File: src/rtl/cbm_pkg.sv
package cbm_pkg;

    localparam int CPU_AW   = 16;
    localparam int DATA_W   = 8;
    localparam int NIB_W    = 4;
    localparam int ROT_AMT  = 2;

    localparam logic [CPU_AW-1:0] LOW_WIN_LO = 16'h4020;
    localparam logic [CPU_AW-1:0] LOW_WIN_HI = 16'h5FFF;

    typedef logic [DATA_W-1:0] byte_t;
    typedef logic [NIB_W-1:0]  nib_t;

    typedef enum logic [1:0] {
        SEL_LATCH  = 2'd0,
        SEL_INVERT = 2'd1,
        SEL_LOAD   = 2'd2,
        SEL_COUNT  = 2'd3
    } chip_sel_e;

    typedef struct packed {
        logic      reg_wr;
        logic      cap_wr;
        logic      rd_hit;
        chip_sel_e sel;
    } bus_dec_t;

    typedef struct packed {
        nib_t hi;
        nib_t acc;
    } chip_word_t;

    function automatic byte_t rot_right(input byte_t d);
        return {d[ROT_AMT-1:0], d[DATA_W-1:ROT_AMT]};
    endfunction

    function automatic byte_t rot_left(input byte_t d);
        return {d[DATA_W-ROT_AMT-1:0], d[DATA_W-1:DATA_W-ROT_AMT]};
    endfunction

endpackage

File: src/rtl/cbm_bus_qual.sv
module cbm_bus_qual
    import cbm_pkg::*;
(
    input  logic [CPU_AW-1:0] cpu_addr,
    input  logic              cpu_wr,
    input  logic              cpu_rd,
    output bus_dec_t          dec
);
    logic in_low;
    logic upper;

    always_comb begin
        in_low = (cpu_addr >= LOW_WIN_LO) && (cpu_addr <= LOW_WIN_HI);
        upper  = cpu_addr[CPU_AW-1];
        dec.reg_wr = cpu_wr && in_low && (cpu_addr[15:13] == 3'b010) && cpu_addr[8];
        dec.cap_wr = cpu_wr && upper;
        dec.rd_hit = cpu_rd && in_low && cpu_addr[8] && (cpu_addr[1:0] == 2'b00);
        dec.sel    = chip_sel_e'(cpu_addr[1:0]);
    end
endmodule

File: src/rtl/cbm_prot_chip.sv
module cbm_prot_chip
    import cbm_pkg::*;
(
    input  logic     clk,
    input  logic     rst,
    input  bus_dec_t dec,
    input  byte_t    wval,
    output byte_t    chip_rd,
    output byte_t    chip_out
);
    nib_t       acc_q, hi_q, stage_q;
    logic       inv_q, cnt_q;
    chip_word_t out_q;
    nib_t       inv_mask;

    assign inv_mask = {NIB_W{inv_q}};

    always_ff @(posedge clk) begin
        if (rst) begin
            acc_q   <= '0;
            hi_q    <= '0;
            stage_q <= '0;
            inv_q   <= 1'b1;
            cnt_q   <= 1'b0;
        end else if (dec.reg_wr) begin
            unique case (dec.sel)
                SEL_LATCH:  acc_q <= cnt_q ? nib_t'(acc_q + 1'b1) : (stage_q ^ inv_mask);
                SEL_INVERT: inv_q <= wval[0];
                SEL_LOAD: begin
                    stage_q <= wval[NIB_W-1:0];
                    hi_q    <= wval[DATA_W-1:NIB_W];
                end
                SEL_COUNT:  cnt_q <= wval[0];
            endcase
        end
    end

    always_ff @(posedge clk) begin
        if (rst)             out_q <= '0;
        else if (dec.cap_wr) out_q <= '{hi: hi_q, acc: acc_q};
    end

    chip_word_t rd_w;
    always_comb begin
        rd_w    = '{hi: hi_q ^ inv_mask, acc: acc_q};
        chip_rd = byte_t'(rd_w);
    end

    assign chip_out = byte_t'(out_q);
endmodule

File: src/rtl/cbm_bank_gen.sv
module cbm_bank_gen
    import cbm_pkg::*;
#(
    parameter int PRG_OFS_W  = 15,
    parameter int CHR_OFS_W  = 13,
    parameter int PPU_AW     = 14,
    parameter int PRG_BANK_W = 2,
    parameter int CHR_BANK_W = 4,
    localparam int PRG_AW    = PRG_BANK_W + PRG_OFS_W,
    localparam int CHR_AW    = CHR_BANK_W + CHR_OFS_W
)(
    input  byte_t             chip_out,
    input  logic [CPU_AW-1:0] cpu_addr,
    input  logic [PPU_AW-1:0] ppu_addr,
    output logic [PRG_AW-1:0] prg_rom_addr,
    output logic [CHR_AW-1:0] chr_rom_addr
);
    logic [PRG_BANK_W-1:0] prg_bank;
    logic [CHR_BANK_W-1:0] chr_bank;

    always_comb begin
        prg_bank     = {chip_out[5], chip_out[0]};
        chr_bank     = chip_out[CHR_BANK_W:1];
        prg_rom_addr = {prg_bank, cpu_addr[PRG_OFS_W-1:0]};
        chr_rom_addr = {chr_bank, ppu_addr[CHR_OFS_W-1:0]};
    end
endmodule

File: src/rtl/cart_bank_mapper.sv
module cart_bank_mapper
    import cbm_pkg::*;
#(
    parameter int PRG_OFS_W  = 15,
    parameter int CHR_OFS_W  = 13,
    parameter int PPU_AW     = 14,
    localparam int PRG_AW    = 2 + PRG_OFS_W,
    localparam int CHR_AW    = 4 + CHR_OFS_W
)(
    input  logic              clk,
    input  logic              rst,
    input  logic [15:0]       cpu_addr,
    input  logic [7:0]        cpu_wdata,
    input  logic              cpu_wr,
    input  logic              cpu_rd,
    input  logic [7:0]        open_bus,
    input  logic [PPU_AW-1:0] ppu_addr,
    output logic [7:0]        cpu_rdata,
    output logic [PRG_AW-1:0] prg_rom_addr,
    output logic [CHR_AW-1:0] chr_rom_addr
);
    bus_dec_t dec;
    byte_t    wval;
    byte_t    chip_rd;
    byte_t    chip_out;

    cbm_bus_qual u_qual (
        .cpu_addr (cpu_addr),
        .cpu_wr   (cpu_wr),
        .cpu_rd   (cpu_rd),
        .dec      (dec)
    );

    assign wval = rot_right(cpu_wdata);

    cbm_prot_chip u_chip (
        .clk      (clk),
        .rst      (rst),
        .dec      (dec),
        .wval     (wval),
        .chip_rd  (chip_rd),
        .chip_out (chip_out)
    );

    cbm_bank_gen #(
        .PRG_OFS_W (PRG_OFS_W),
        .CHR_OFS_W (CHR_OFS_W),
        .PPU_AW    (PPU_AW)
    ) u_bank (
        .chip_out     (chip_out),
        .cpu_addr     (cpu_addr),
        .ppu_addr     (ppu_addr),
        .prg_rom_addr (prg_rom_addr),
        .chr_rom_addr (chr_rom_addr)
    );

    assign cpu_rdata = dec.rd_hit ? rot_left(chip_rd) : open_bus;
endmodule

File: config.mk
export PLATFORM = sky130hd
export DESIGN_NAME = cart_bank_mapper
export DESIGN_NICKNAME = d
export VERILOG_FILES = /design/src/rtl/cbm_pkg.sv /design/src/rtl/cbm_bus_qual.sv /design/src/rtl/cbm_prot_chip.sv /design/src/rtl/cbm_bank_gen.sv /design/src/rtl/cart_bank_mapper.sv
export SDC_FILE = /design/constraint.sdc
export NUM_CORES = 1
export LEC_CHECK = 0
export ABC_CLOCK_PERIOD_IN_PS = 2800
export BUFFER_PORTS_ARGS = -buffer_cell sky130_fd_sc_hd__buf_2
export CORE_MARGIN = 2
export CORE_UTILIZATION = 44
export CTS_BUF_LIST = sky130_fd_sc_hd__clkbuf_8
export CTS_CLUSTER_SIZE = 25
export DETAILED_ROUTE_END_ITERATION = 12
export PLACE_DENSITY = 0.87
export SYNTH_ARGS = -nofsm -noshare
export SYNTH_HDL_FRONTEND = slang
export SYNTH_SLANG_ARGS = --single-unit
File: constraint.sdc
create_clock -name clk -period 2.8 [get_ports clk]
set_input_delay 0.42 -clock clk [delete_from_list [all_inputs] [get_ports clk]]
set_output_delay 0.42 -clock clk [all_outputs]
set_load 0.02 [all_outputs]
==> impl_metrics.env, run 1 <==
export IMPL_ir_worst_vdd_mv=0.246
export IMPL_swShare_pct=23.1
export IMPL_rsz0062_at_grt="false"
export IMPL_synth_edff_count=0
export IMPL_worst_setup_path_type="in -> out"
export IMPL_yosysSeqAreaShare_pct=32.6
export IMPL_tritoncts="built"
export IMPL_switchingPower_uw=122
export IMPL_combPwrFrac_pct=12.1
export IMPL_syn_avg_cell_area_um2=8.58
export IMPL_syn_nets=194
export IMPL_finalCriticalPeriod_ns=2.31
export IMPL_start_util_pct=45.3
export IMPL_ys_ff_latch=20
export IMPL_max_cap_violations=0
export IMPL_ctsHoldBuffers=0
export IMPL_antenna_found_initial=0
export IMPL_numCtsBuffers=3
export IMPL_die_width_um=56.8
export IMPL_clk_pin_slew_ns=0.07
export IMPL_drtIter0Drc=15
export IMPL_end_kind="primary output"
export IMPL_drc=0
export IMPL_cts_setup_buffers=0
export IMPL_cts_root_buf="clkbuf_8"
export IMPL_finClkSkew_ns=0.00164
export IMPL_grt_max_degree=21
export IMPL_cts_buffer_depth=2
export IMPL_via_per_inst=4.96
export IMPL_hold_viol=0
export IMPL_powerDensity_nw_per_um2=415
export IMPL_drt_first_pass_iters=4
export IMPL_yosys_warnings=0
export IMPL_tns_ns=0
export IMPL_io_pins=92
export IMPL_synth_area_um2=1230
export IMPL_critPathRequiredTime_ns=2.38
export IMPL_dp_cells=182
export IMPL_stdcell_count=185
export IMPL_whs_ns=0.405
export IMPL_multi_input_area_um2=577
export IMPL_fp_dieH_um=56.8
export IMPL_startpoint_type="primary input"
export IMPL_routed_wl_um=2140
export IMPL_max_slew_margin_pct=65.4
export IMPL_die_area_um2=3230
export IMPL_drive_above_1_share_pct=33.8
export IMPL_grt_pass1_wl_um=3710
export IMPL_nFillCells=276
export IMPL_cts_htree_levels=1
export IMPL_fmax_mhz=434
export IMPL_grt_remaining_overflow=0
export IMPL_outcome="complete, no violations"
export IMPL_core_um2=2710
export IMPL_p_clk_share_pct=33.8
export IMPL_critPathMaxFanout=12
export IMPL_seq_power_share_pct=54.1
export IMPL_nets=207
export IMPL_ys_types=28
export IMPL_gp_congestion=0.786
export IMPL_power_leakage_nw=0.549
export IMPL_worst_pin_slew_ns=0.519
export IMPL_internal_power_uw=408
export IMPL_port_buffers=44
export IMPL_grt_usage_pct=14.1
export IMPL_synthCells=143
export IMPL_synth_flop_cell="dfxtp_1"
export IMPL_worstSkewPairLatency_ns=0.25
export IMPL_area_growth_pct=4.08
export IMPL_grt_pass1_vias=863
export IMPL_finalSetupViolCount=0
export IMPL_row_count=19
export IMPL_layout_area_seq_um2=400
export IMPL_drv_slew=0
export IMPL_hp_class="in -> reg"
export IMPL_dp_hpwl_um=1650
export IMPL_antennaDiodeCount=0
export IMPL_async_flop_share_pct=0
export IMPL_arrival_ns=1.89
export IMPL_wl_per_cell_um=11.6
export IMPL_drtAntennaViolNets=0
export IMPL_ctsResizeCount=0
export IMPL_finalCritPeriodShare_pct=82.3
export IMPL_cts_sinks=20
export IMPL_vias=917
cell usage in the layout, fill, tap and decap left out:
| master | instances |
|---|---|
| mux2_1 | 1 |
| nand3_4 | 1 |
| nand4_1 | 1 |
| or4b_1 | 1 |
| xnor2_1 | 7 |
| o31a_1 | 1 |
| mux2_2 | 3 |
| a31oi_1 | 2 |
| o21ai_0 | 5 |
| dfxtp_1 | 20 |
| and4b_1 | 1 |
| nor2_1 | 13 |
| or3_1 | 1 |
| clkbuf_8 | 3 |
| nand4b_1 | 1 |
| xor2_1 | 1 |
| ha_1 | 1 |
| buf_2 | 44 |
| a21oi_1 | 7 |
| mux2i_1 | 12 |
| nand2b_1 | 1 |
| nand2_1 | 15 |
| nand3_1 | 9 |
| a211o_1 | 1 |
| and4bb_4 | 1 |
| nand3b_1 | 1 |
flip-flops by register name, summed over array words and instances (netlist names):
signal and count:
u_chip.cnt_q 1, u_chip.acc_q 4, u_chip.chip_out 6, u_chip.inv_q 1
u_chip.stage_q 4, u_chip.hi_q 4
critical path, stage by stage:
cell and delay, ns:
buf_2 0.14, and4bb_4 0.36, nand3_1 0.36, mux2_1 0.44, buf_2 0.16
logic make-up (layout without fill, tap and decap cells):
family | after synthesis | after routing | share of synthesized area, %
and+or+nand+nor | 46 | 46 | 19.5
DFF | 20 | 20 | 32.6
adders and majority gates | 1 | 1 | 1.02
xor gates and xnor gates | 8 | 8 | 5.71
buffers and inverters | 36 | 47 | 20.4
muxes | 16 | 16 | 13.5
AOI/OAI and AO/OA | 16 | 16 | 7.34
worst paths after layout:
path	start	endpoint	slack, ns	depth (start not counted)
setup / recovery	cpu_addr[15]	cpu_rdata[4]	0.49	5
hold / removal	cpu_wdata[5]	u_chip.stage_q[3]$_SDFFE_PP0P_	0.41	3
setup reg to reg	u_chip.inv_q$_SDFFE_PP1P_	u_chip.acc_q[2]$_SDFFE_PP0P_	1.53	3
hold reg to reg	u_chip.chip_out[5]$_SDFFE_PP0P_	u_chip.chip_out[5]$_SDFFE_PP0P_	0.45	2
synth_stat cells, types with 2 or more instances:
library cell | instances | area [µm²]
a21oi_1 | 7 | 35.0
buf_2 | 2 | 10.0
nand2_1 | 15 | 56.3
nand3_1 | 9 | 45.0
mux2_2 | 3 | 33.8
clkbuf_1 | 5 | 18.8
dfxtp_1 | 20 | 400
nor2_1 | 13 | 48.8
buf_4 | 28 | 210
a31oi_1 | 2 | 12.5
xnor2_1 | 7 | 61.3
o21ai_0 | 5 | 25.0
mux2i_1 | 12 | 120
metrics by stage:
step / util [%] / instance area (µm²) / power, mW / setup slack, ns
finish: 47.1 / 1280 / 0.530 / 0.495
global route: 47.1 / 1280 / 0.554 / 0.345
CTS: 47.1 / 1280 / 0.537 / 0.490
detailed placement: 45.6 / 1240 / 0.358 / 0.494
global placement: 45.6 / 1240 / 0.357 / 0.507
floorplan: - / 1230 / 0.381 / 0.669
per-layer routing:
layer	wire [µm]	global-route usage [%]	vias to the layer above	share of wire, %
met5	0	0	-	0
met4	27	6.64	0	1.3
met3	134	3.69	6	6.3
met2	1020	23.3	24	48
met1	956	17.1	409	45
li1	-	-	478	-
power by group through the flow:
stage | logic, mW | clock network, mW | registers (mW)
final | 0.0640 | 0.179 | 0.287
after floorplan | 0.0885 | 0 | 0.293
after global placement | 0.0635 | 0 | 0.293
after global routing | 0.0704 | 0.197 | 0.287
after CTS | 0.0647 | 0.186 | 0.287
after detailed placement | 0.0644 | 0 | 0.293
area by class of cell:
class	instances	share of cell area, %
clock buffer	3	3.23
tap	31	3.04
multi-input combinational	87	45.2
timing repair buffer	44	17.2
sequential	20	31.3
(Power assumes the default switching activity.)
==> inputs of run 2 (changes only) <==
- ABC_CLOCK_PERIOD_IN_PS: 2800 -> 2300
- CORE_UTILIZATION: 44 -> 41
- PLACE_DENSITY: 0.87 -> 0.82
- clock period: 2.8 -> 2.3 ns (I/O delays scaled with it)
==> impl_metrics.env, run 2 (synthesized netlist as in run 1, its figures left out) <==
export IMPL_io_pins=92
export IMPL_hp_class="in -> reg"
export IMPL_wl_met3_um=244
export IMPL_finalCoreUtilization_pct=46.3
export IMPL_vias=962
export IMPL_powerDensity_nw_per_um2=538
export IMPL_grt_pass1_wl_um=3710
export IMPL_tns_ns=0
export IMPL_drtIter0Drc=17
export IMPL_seq_power_share_pct=50.0
export IMPL_grt_remaining_overflow=0
export IMPL_die_area_um2=3450
export IMPL_cts_htree_levels=1
export IMPL_numCtsBuffers=3
export IMPL_power_leakage_nw=0.560
export IMPL_r2r_cells=3
export IMPL_drc=7
export IMPL_top_layer="met4"
export IMPL_arrival_ns=1.58
export IMPL_most_common_layout_cells="44 x buf_2, 20 x dfxtp_1, 15 x nand2_1"
export IMPL_grt_max_degree=21
export IMPL_cts_buffer_depth=2
export IMPL_max_cap_violations=0
export IMPL_hold_viol=0
export IMPL_cts_setup_buffers=0
export IMPL_reg2reg_to="u_chip.acc_q[3]$_SDFFE_PP0P_"
export IMPL_max_slew_margin_pct=65.9
export IMPL_wl_per_cell_um=12.8
export IMPL_combPwrFrac_pct=11.2
export IMPL_min_to="u_chip.stage_q[1]$_SDFFE_PP0P_"
export IMPL_via_per_inst=5.14
export IMPL_hold_depth=3
export IMPL_tritoncts="built"
export IMPL_die_width_um=58.7
export IMPL_hp_start="cpu_wdata[3]"
export IMPL_start_util_pct=43.8
export IMPL_worstSkewPairLatency_ns=0.26
export IMPL_regToRegSetupSlack_ns=1.01
export IMPL_ctsHoldBuffers=0
export IMPL_grt_usage_pct=14.1
export IMPL_final_common_cell="buf_2"
export IMPL_port_buffers=44
export IMPL_fin_area_um2=1300
export IMPL_p_clk_share_pct=38.8
export IMPL_drv_slew=0
export IMPL_routed_wl_um=2390
export IMPL_finalCriticalPeriod_ns=1.93
export IMPL_core_um2=2810
export IMPL_worst_setup_path_type="in -> out"
export IMPL_outcome="finished, violations left"
export IMPL_post_place_ws_ns=0.364
export IMPL_rsz0062_at_grt="false"
export IMPL_cts_root_buf="clkbuf_8"
export IMPL_ir_worst_vdd_mv=0.319
export IMPL_cts_sinks=20
export IMPL_finalSetupViolCount=0
export IMPL_finalCritPeriodShare_pct=83.8
export IMPL_finClkSkew_ns=0.00127
export IMPL_end_kind="primary output"
export IMPL_nets=208
export IMPL_fmax_mhz=519
export IMPL_area_growth_pct=5.81
export IMPL_violations="design-rule violations"
export IMPL_critPathMaxFanout=12
export IMPL_drt_met1_wl_um=973
export IMPL_fin_ws_ns=0.373
export IMPL_nFillCells=291
export IMPL_drtAntennaViolNets=0
export IMPL_grt_pass1_vias=829
export IMPL_ctsResizeCount=0
export IMPL_swShare_pct=23.7
export IMPL_largest_register_ffs=6
export IMPL_dp_hpwl_um=1790
export IMPL_drt_first_pass_iters=10
export IMPL_drive_above_1_share_pct=34.6
export IMPL_worst_pin_slew_ns=0.511
export IMPL_critPathRequiredTime_ns=1.96
export IMPL_switchingPower_uw=166
export IMPL_internal_power_uw=533
export IMPL_antennaDiodeCount=0
export IMPL_startpoint_type="primary input"
export IMPL_met2_length_um=1130
export IMPL_antenna_found_initial=0
export IMPL_r2r_start="u_chip.acc_q[0]$_SDFFE_PP0P_"
export IMPL_dpl_cell_area_um2=1240
export IMPL_gp_congestion=0.679
export IMPL_clk_pin_slew_ns=0.07
export IMPL_row_count=19
export IMPL_fp_dieH_um=58.7
## run 2: changes by cell type in the layout (fill, tap and decap cells not counted), sizes merged
cell and delta:
buf +1, clkbuf +1
## run 2: how the worst max path moves through the flow
| stage | end | depth (start not counted) | start |
|---|---|---|---|
| CTS | cpu_rdata[4] | 6 | cpu_addr[15] |
| floorplan | cpu_rdata[0] | 5 | cpu_addr[15] |
| detailed placement | cpu_rdata[4] | 6 | cpu_addr[15] |
| finish | cpu_rdata[4] | 6 | cpu_addr[15] |
| global placement | cpu_rdata[4] | 6 | cpu_addr[15] |
| global route | cpu_rdata[4] | 6 | cpu_addr[15] |
## run 2: layout make-up
| type | count | area, µm² | share of cell area, % |
|---|---|---|---|
| Timing Repair Buffer | 45 | 228 | 17.5 |
| Clock buffer | 4 | 55.1 | 4.24 |
| Tap cell | 31 | 38.8 | 2.99 |
| Multi-Input combinational cell | 87 | 577 | 44.4 |
| Sequential cell | 20 | 400 | 30.8 |
## run 2: routing by layer
layer | global-route usage [%] | vias up
li1 | - | 485
met1 | 17.4 | 417
met2 | 22.0 | 55
met3 | 3.74 | 5
met4 | 8.44 | 0
met5 | 0 | -
## run 2: critical path, cell delays in order
cell	delay, ns
buf_2	0.15
and4bb_4	0.36
nand3_1	0.08
buf_4	0.18
mux2_1	0.31
buf_2	0.16
## run 2: power groups by stage
stage | clock network, mW | logic [mW] | registers (mW)
2_1_floorplan | 0 | 0.108 | 0.357
3_3_place_gp | 0 | 0.0778 | 0.357
3_5_place_dp | 0 | 0.0786 | 0.357
4_1_cts | 0.281 | 0.0788 | 0.349
5_1_grt | 0.289 | 0.0854 | 0.349
6_report | 0.271 | 0.0782 | 0.349
## run 2: stage by stage
step,hold WS (ns),cells,total power [mW]
after global routing,0.314,187,0.724
final,0.315,187,0.699
after floorplan,0.469,143,0.464
after global placement,0.443,183,0.435
after CTS,0.310,187,0.709
after detailed placement,0.447,183,0.436
